File: src/rtl/rm_pkg.sv
// Shared types for the range matcher: per-range tracking state and its
// per-digit update rule. Assumes digits are compared most significant first.
package rm_pkg;

    // BOTH: key equals both bound prefixes so far; LB/UB: tight on one bound;
    // IN: strictly between the bounds; OUT: already outside.
    typedef enum logic [2:0] {
        ST_BOTH = 3'd0,
        ST_LB   = 3'd1,
        ST_UB   = 3'd2,
        ST_IN   = 3'd3,
        ST_OUT  = 3'd4
    } rm_state_e;

    // Advance one range's state by one key digit, given the four comparisons.
    function automatic rm_state_e rm_step(input rm_state_e cur,
                                          input logic gt_lo, input logic eq_lo,
                                          input logic lt_hi, input logic eq_hi);
        rm_state_e nxt;
        case (cur)
            ST_BOTH: begin
                if (!(gt_lo || eq_lo) || !(lt_hi || eq_hi)) nxt = ST_OUT;
                else if (eq_lo && eq_hi)                     nxt = ST_BOTH;
                else if (eq_lo)                              nxt = ST_LB;
                else if (eq_hi)                              nxt = ST_UB;
                else                                         nxt = ST_IN;
            end
            ST_LB:   nxt = gt_lo ? ST_IN : (eq_lo ? ST_LB : ST_OUT);
            ST_UB:   nxt = lt_hi ? ST_IN : (eq_hi ? ST_UB : ST_OUT);
            ST_IN:   nxt = ST_IN;
            default: nxt = ST_OUT;
        endcase
        return nxt;
    endfunction

endpackage

File: src/rtl/rm_bound_mem.sv
// Bound digit storage for one pipeline stage: one lower and one upper digit
// per range, written one range at a time, all entries readable at once.
// Assumes writes are kept apart from lookups by the user; reset clears to 0.
module rm_bound_mem #(
    parameter int NUM_RANGES = 16,
    parameter int DIGIT_W    = 4,
    localparam int IDX_W     = (NUM_RANGES > 1) ? $clog2(NUM_RANGES) : 1
) (
    input  logic                                clk,
    input  logic                                rst_n,
    input  logic                                wr_en,
    input  logic [IDX_W-1:0]                    wr_idx,
    input  logic [DIGIT_W-1:0]                  wr_lo_dig,
    input  logic [DIGIT_W-1:0]                  wr_hi_dig,
    output logic [NUM_RANGES-1:0][DIGIT_W-1:0]  lo_dig,
    output logic [NUM_RANGES-1:0][DIGIT_W-1:0]  hi_dig
);

    // Clear on reset, otherwise update the addressed range's two digits.
    always_ff @(posedge clk) begin
        if (!rst_n) begin
            lo_dig <= '0;
            hi_dig <= '0;
        end else if (wr_en) begin
            lo_dig[wr_idx] <= wr_lo_dig;
            hi_dig[wr_idx] <= wr_hi_dig;
        end
    end

endmodule

File: src/rtl/rm_stage.sv
// One digit stage: compares the key digit with each range's stored bound
// digits (four comparisons per range) and registers the updated states.
// Assumes the incoming states belong to the same key as in_digit.
module rm_stage
    import rm_pkg::*;
#(
    parameter int NUM_RANGES = 16,
    parameter int DIGIT_W    = 4,
    localparam int IDX_W     = (NUM_RANGES > 1) ? $clog2(NUM_RANGES) : 1
) (
    input  logic                          clk,
    input  logic                          rst_n,
    input  logic                          in_vld,
    input  logic [DIGIT_W-1:0]            in_digit,
    input  rm_state_e [NUM_RANGES-1:0]    in_st,
    input  logic                          wr_en,
    input  logic [IDX_W-1:0]              wr_idx,
    input  logic [DIGIT_W-1:0]            wr_lo_dig,
    input  logic [DIGIT_W-1:0]            wr_hi_dig,
    output logic                          out_vld,
    output rm_state_e [NUM_RANGES-1:0]    out_st
);

    logic [NUM_RANGES-1:0][DIGIT_W-1:0] lo_dig;
    logic [NUM_RANGES-1:0][DIGIT_W-1:0] hi_dig;
    rm_state_e [NUM_RANGES-1:0]         nxt_st;

    rm_bound_mem #(
        .NUM_RANGES (NUM_RANGES),
        .DIGIT_W    (DIGIT_W)
    ) u_mem (
        .clk       (clk),
        .rst_n     (rst_n),
        .wr_en     (wr_en),
        .wr_idx    (wr_idx),
        .wr_lo_dig (wr_lo_dig),
        .wr_hi_dig (wr_hi_dig),
        .lo_dig    (lo_dig),
        .hi_dig    (hi_dig)
    );

    // Per-range comparisons and state update for this digit position.
    always_comb begin
        for (int r = 0; r < NUM_RANGES; r++) begin
            nxt_st[r] = rm_step(in_st[r],
                                in_digit >  lo_dig[r], in_digit == lo_dig[r],
                                in_digit <  hi_dig[r], in_digit == hi_dig[r]);
        end
    end

    // Pipeline register for the valid flag and the per-range states.
    always_ff @(posedge clk) begin
        if (!rst_n) begin
            out_vld <= 1'b0;
            for (int r = 0; r < NUM_RANGES; r++) out_st[r] <= ST_OUT;
        end else begin
            out_vld <= in_vld;
            out_st  <= nxt_st;
        end
    end

endmodule

File: src/rtl/range_matcher.sv
// Range matcher top: a chain of KEY_W/DIGIT_W digit stages, most significant
// digit first, followed by an output register turning final states into a
// match bitmap. Accepts one key per clock; latency is STAGES cycles.
// Assumes DIGIT_W divides KEY_W and DIGIT_W < KEY_W.
module range_matcher
    import rm_pkg::*;
#(
    parameter int KEY_W      = 16,
    parameter int DIGIT_W    = 4,
    parameter int NUM_RANGES = 16,
    localparam int IDX_W     = (NUM_RANGES > 1) ? $clog2(NUM_RANGES) : 1
) (
    input  logic                   clk,
    input  logic                   rst_n,
    input  logic                   key_valid,
    input  logic [KEY_W-1:0]       key,
    input  logic                   wr_en,
    input  logic [IDX_W-1:0]       wr_idx,
    input  logic [KEY_W-1:0]       wr_lo,
    input  logic [KEY_W-1:0]       wr_hi,
    output logic                   match_valid,
    output logic [NUM_RANGES-1:0]  match_vec
);

    localparam int STAGES = KEY_W / DIGIT_W;

    logic [STAGES-1:0]          stg_vld;
    rm_state_e [NUM_RANGES-1:0] stg_st [STAGES];
    rm_state_e [NUM_RANGES-1:0] seed_st;

    // Every range starts tight on both bounds before the first digit.
    always_comb begin
        for (int r = 0; r < NUM_RANGES; r++) seed_st[r] = ST_BOTH;
    end

    for (genvar g = 0; g < STAGES; g++) begin : g_stg
        localparam int REM_W = KEY_W - g * DIGIT_W;

        logic [REM_W-1:0]           key_at;
        logic                       vld_at;
        rm_state_e [NUM_RANGES-1:0] st_at;

        if (g == 0) begin : g_head
            assign key_at = key;
            assign vld_at = key_valid;
            assign st_at  = seed_st;
        end else begin : g_body
            assign key_at = g_stg[g-1].g_fwd.rest_q;
            assign vld_at = stg_vld[g-1];
            assign st_at  = stg_st[g-1];
        end

        if (g < STAGES - 1) begin : g_fwd
            logic [REM_W-DIGIT_W-1:0] rest_q;
            // Carry only the key digits that later stages still need.
            always_ff @(posedge clk) begin
                if (!rst_n) rest_q <= '0;
                else        rest_q <= key_at[REM_W-DIGIT_W-1:0];
            end
        end

        rm_stage #(
            .NUM_RANGES (NUM_RANGES),
            .DIGIT_W    (DIGIT_W)
        ) u_stage (
            .clk       (clk),
            .rst_n     (rst_n),
            .in_vld    (vld_at),
            .in_digit  (key_at[REM_W-1 -: DIGIT_W]),
            .in_st     (st_at),
            .wr_en     (wr_en),
            .wr_idx    (wr_idx),
            .wr_lo_dig (wr_lo[KEY_W-1-g*DIGIT_W -: DIGIT_W]),
            .wr_hi_dig (wr_hi[KEY_W-1-g*DIGIT_W -: DIGIT_W]),
            .out_vld   (stg_vld[g]),
            .out_st    (stg_st[g])
        );
    end

    // Output register: a range matches unless its final state is OUT.
    always_ff @(posedge clk) begin
        if (!rst_n) begin
            match_valid <= 1'b0;
            match_vec   <= '0;
        end else begin
            match_valid <= stg_vld[STAGES-1];
            for (int r = 0; r < NUM_RANGES; r++) begin
                match_vec[r] <= stg_vld[STAGES-1] && (stg_st[STAGES-1][r] != ST_OUT);
            end
        end
    end

endmodule

File: config.mk
export PLATFORM = sky130hd
export DESIGN_NAME = range_matcher
export DESIGN_NICKNAME = d
export VERILOG_FILES = /design/src/rtl/rm_pkg.sv /design/src/rtl/rm_bound_mem.sv /design/src/rtl/rm_stage.sv /design/src/rtl/range_matcher.sv
export SDC_FILE = /design/constraint.sdc
export NUM_CORES = 2
export LEC_CHECK = 0
export CAP_MARGIN = 40
export CORE_MARGIN = 2
export CORE_UTILIZATION = 25
export CTS_BUF_LIST = sky130_fd_sc_hd__clkbuf_4
export CTS_CLUSTER_SIZE = 28
export DETAILED_ROUTE_END_ITERATION = 8
export DONT_BUFFER_PORTS = 1
export HOLD_SLACK_MARGIN = 0.02
export SLEW_MARGIN = 10
export SYNTH_ARGS = -nofsm -noshare
export SYNTH_HDL_FRONTEND = slang
export SYNTH_SLANG_ARGS = --single-unit
File: constraint.sdc
create_clock -name clk -period 3.2 [get_ports clk]
set_clock_uncertainty 0.15 [all_clocks]
set_input_delay 0.16 -clock clk [delete_from_list [all_inputs] [get_ports clk]]
set_output_delay 0.16 -clock clk [all_outputs]
set_load 0.02 [all_outputs]
==> impl_metrics.env <==
export IMPL_vias=37488
export IMPL_post_drt_wl_per_cell_um=15.6
export IMPL_grt_start_max_net_pins=315
export IMPL_start_kind="register"
export IMPL_hpwlAfterDp_um=70100
export IMPL_fp_dieW_um=401
export IMPL_cts_setup_buffers=0
export IMPL_die_y_um=401
export IMPL_rrSetupSlack_ps=90
export IMPL_final_cell_mix="1,150 x nand2_1, 1,107 x dlygate4sd3_1, 749 x dfxtp_1"
export IMPL_report_final_hold_viol_count=0
export IMPL_finalNonFillerCells=8167
export IMPL_yosys_top_cells_area="dfxtp_1 38%, ha_1 16%, nand2_1 11%, a21boi_0 7.8%, inv_1 4.7%"
export IMPL_dr_wl_met2_um=62200
export IMPL_nets=6513
export IMPL_r2r_end="g_stg[0].u_stage.out_st[2]"
export IMPL_worstHoldStart="wr_idx[1]"
export IMPL_drtPass1Iterations=5
export IMPL_viasPerCell=4.59
export IMPL_drive_gt1_share_pct=7.22
export IMPL_synth_largest_area_cell="dfxtp_1"
export IMPL_ys_async_sr_fraction_pct=0
export IMPL_synth_enable_flop_cells=0
export IMPL_avgSynthCellArea_sq_um=8.27
export IMPL_syn_inst=4754
export IMPL_cp_startpoint="g_stg[0].u_stage.u_mem.lo_dig[0]"
export IMPL_synth_top_area_share_pct=38.1
export IMPL_worstPathMaxFanout=2
export IMPL_status="complete, no violations"
export IMPL_r2r_start="g_stg[0].u_stage.u_mem.lo_dig[0]"
export IMPL_tns_ps=0
export IMPL_p_leak_nw=22.9
export IMPL_finalCritPeriodShare_pct=97.3
export IMPL_powerDensity_nw_per_um2=368
export IMPL_netlist_area_sq_um=39300
export IMPL_setup_violations=0
export IMPL_hold_path_depth=6
export IMPL_grt_antenna_before_repair=14
export IMPL_start_util_pct=25.2
export IMPL_overflow=0
export IMPL_grt_pass1_vias=39006
export IMPL_synth_seq_area_share_pct=38.1
export IMPL_dp_slack_ps=832
export IMPL_io_pins=73
export IMPL_crit_end="g_stg[0].u_stage.out_st[2]"
export IMPL_numCtsBuffers=199
export IMPL_place_congestion=0.808
export IMPL_grt_pass1_wl_um=204000
export IMPL_tightest_slew_ps=1140
export IMPL_fin_crit_ps=3110
export IMPL_area_growth_pct=42.9
export IMPL_cts_num_sinks=749
export IMPL_wl_met3_um=6520
export IMPL_dr_first_iter_drc_count=1853
export IMPL_ys_flop_type="dfxtp_1"
export IMPL_yosysWarnings=0
export IMPL_postLayoutCoreUtil_pct=36.0
export IMPL_io_buffer_count=0
export IMPL_cts_htree_levels=4
export IMPL_drcViolationCount=0
export IMPL_dieArea_sq_um=161000
export IMPL_worstSetupPathType="reg -> reg"
export IMPL_slew_violations=0
export IMPL_cts_root_buf="clkbuf_4"
export IMPL_rsz0062_at_grt="no"
export IMPL_synth_nets=5322
export IMPL_top_layer_used="met5"
export IMPL_dp_cells=6640
export IMPL_rows=145
export IMPL_setup_slack_ps=86.4
export IMPL_wirelength_um=127000
export IMPL_grt_usage_pct=15.7
export IMPL_relSlewSlack_pct=24.2
export IMPL_clock_path_buffers=3
export IMPL_worst_hold_path_type="in -> reg"
export IMPL_yosysUniqueCellTypes=45
export IMPL_clk_pin_slew_ps=60
export IMPL_crit_required_ps=4100
export IMPL_maxCapViolCount=0
export IMPL_wl_met1_um=54400
export IMPL_cts_tree="yes"
export IMPL_end_kind="register"
export IMPL_fmax_ghz=0.321
export IMPL_design_core_area_sq_um=156000
export IMPL_ant_nets=0
export IMPL_ir_drop_v=0.000296
export IMPL_final_common_cell="nand2_1"
export IMPL_rr_worst_depth=7
export IMPL_cp_data_arrival_time_ps=4010
export IMPL_clock_latency_ps=1160
export IMPL_ys_ff_latch=749
-- state kept, by name, summed over array words and instances, names as in the netlist --
name                        count
g_stg.u_stage.out_vld           4
match_vec                      16
g_stg.u_stage.u_mem.lo_dig    256
g_stg.u_stage.u_mem.hi_dig    256
g_stg.g_fwd.rest_q             24
g_stg.u_stage.out_st          192
match_valid                     1
-- area by class of cell --
class | count | area (sq um)
Clock buffer | 278 | 2090
Antenna cell | 11 | 27.5
Tap cell | 2058 | 2570
Clock inverter | 76 | 422
Inverter | 493 | 1850
Timing Repair Buffer | 1220 | 12600
Sequential cell | 749 | 15000
Fill cell | 15598 | 100000
Multi-Input combinational cell | 3282 | 21600
-- kinds of logic (layout without fill, tap and decap cells) --
kind of cell	count (synthesis)	in the layout	share of synthesized area (%)
AO/OA/AOI/OAI	1072	1072	19.3
adder cells (fa/ha/maj)	512	512	16.3
buffers and inverters	723	2067	7.05
flip-flops	749	749	38.1
other	0	11	0
AND/OR/NAND/NOR	1698	1698	19.2
-- synth_stat cells, types with 9 or more instances --
master     number
buf_2          15
nor2_1        123
o31ai_1        43
nand4_1       102
o2bb2ai_1      43
a21boi_1      102
a21o_1         15
dfxtp_1       749
nor2b_1        53
a21boi_0      410
and2_1         28
a211oi_1       15
o21a_1        100
o21ai_0        61
nor3b_1        57
clkbuf_1      204
buf_4          11
or2_2           9
nor3_1         54
a2111o_1       11
and4_1         24
a31oi_1        45
nand2b_1       68
a21oi_1       147
ha_1          512
inv_1         493
nand2_1      1150
o211ai_1       62
-- routing by layer --
layer,track usage (%),vias up
met4,6.88,4
met1,18.6,17786
met5,0,-
met2,27.9,923
li1,-,18513
met3,2.57,262
-- report_power, final --
| part | switching [mW] | internal (mW) | leakage [nW] |
|---|---|---|---|
| clock | 4.33 | 4.21 | 1.49 |
| sequential | 0.0972 | 9.47 | 6.06 |
| combinational | 1.35 | 1.23 | 15.3 |
| total | 5.78 | 14.9 | 22.9 |
-- worst max-delay path: stages, from the launching register on --
cell,delay (ps)
dfxtp_1,310
ha_1,290
nand2b_1,110
a2111oi_0,110
or4b_1,550
dlygate4sd3_1,600
dlygate4sd3_1,580
or2_2,300
-- metrics by stage --
stage,total power [mW],cell area (sq um),hold WS [ps]
2_1_floorplan,11.2,39300,137
3_3_place_gp,11.4,41600,140
3_5_place_dp,11.5,41600,140
4_1_cts,20.8,55800,30.0
5_1_grt,21.7,56200,52.2
6_report,20.7,56200,153
-- worst min-delay path by stage --
stage / to / slack (ps)
floorplan: g_stg[0].g_fwd.rest_q[0] / 140
global placement: g_stg[0].g_fwd.rest_q[10] / 140
detailed placement: g_stg[0].g_fwd.rest_q[11] / 140
CTS: g_stg[0].u_stage.u_mem.lo_dig[61] / 30
global route: g_stg[1].u_stage.u_mem.hi_dig[34] / 50
finish: g_stg[1].u_stage.u_mem.hi_dig[34] / 150
-- what timing repair did --
| action | 4_1_cts | 5_1_grt |
|---|---|---|
| hold buffers | 1136 | 0 |
| endpoints found under the hold margin | 749 | 0 |
| endpoints found under the setup margin | 0 | 9 |
| resized for setup | 0 | 6 |
Power figures use the tool's default switching activity.
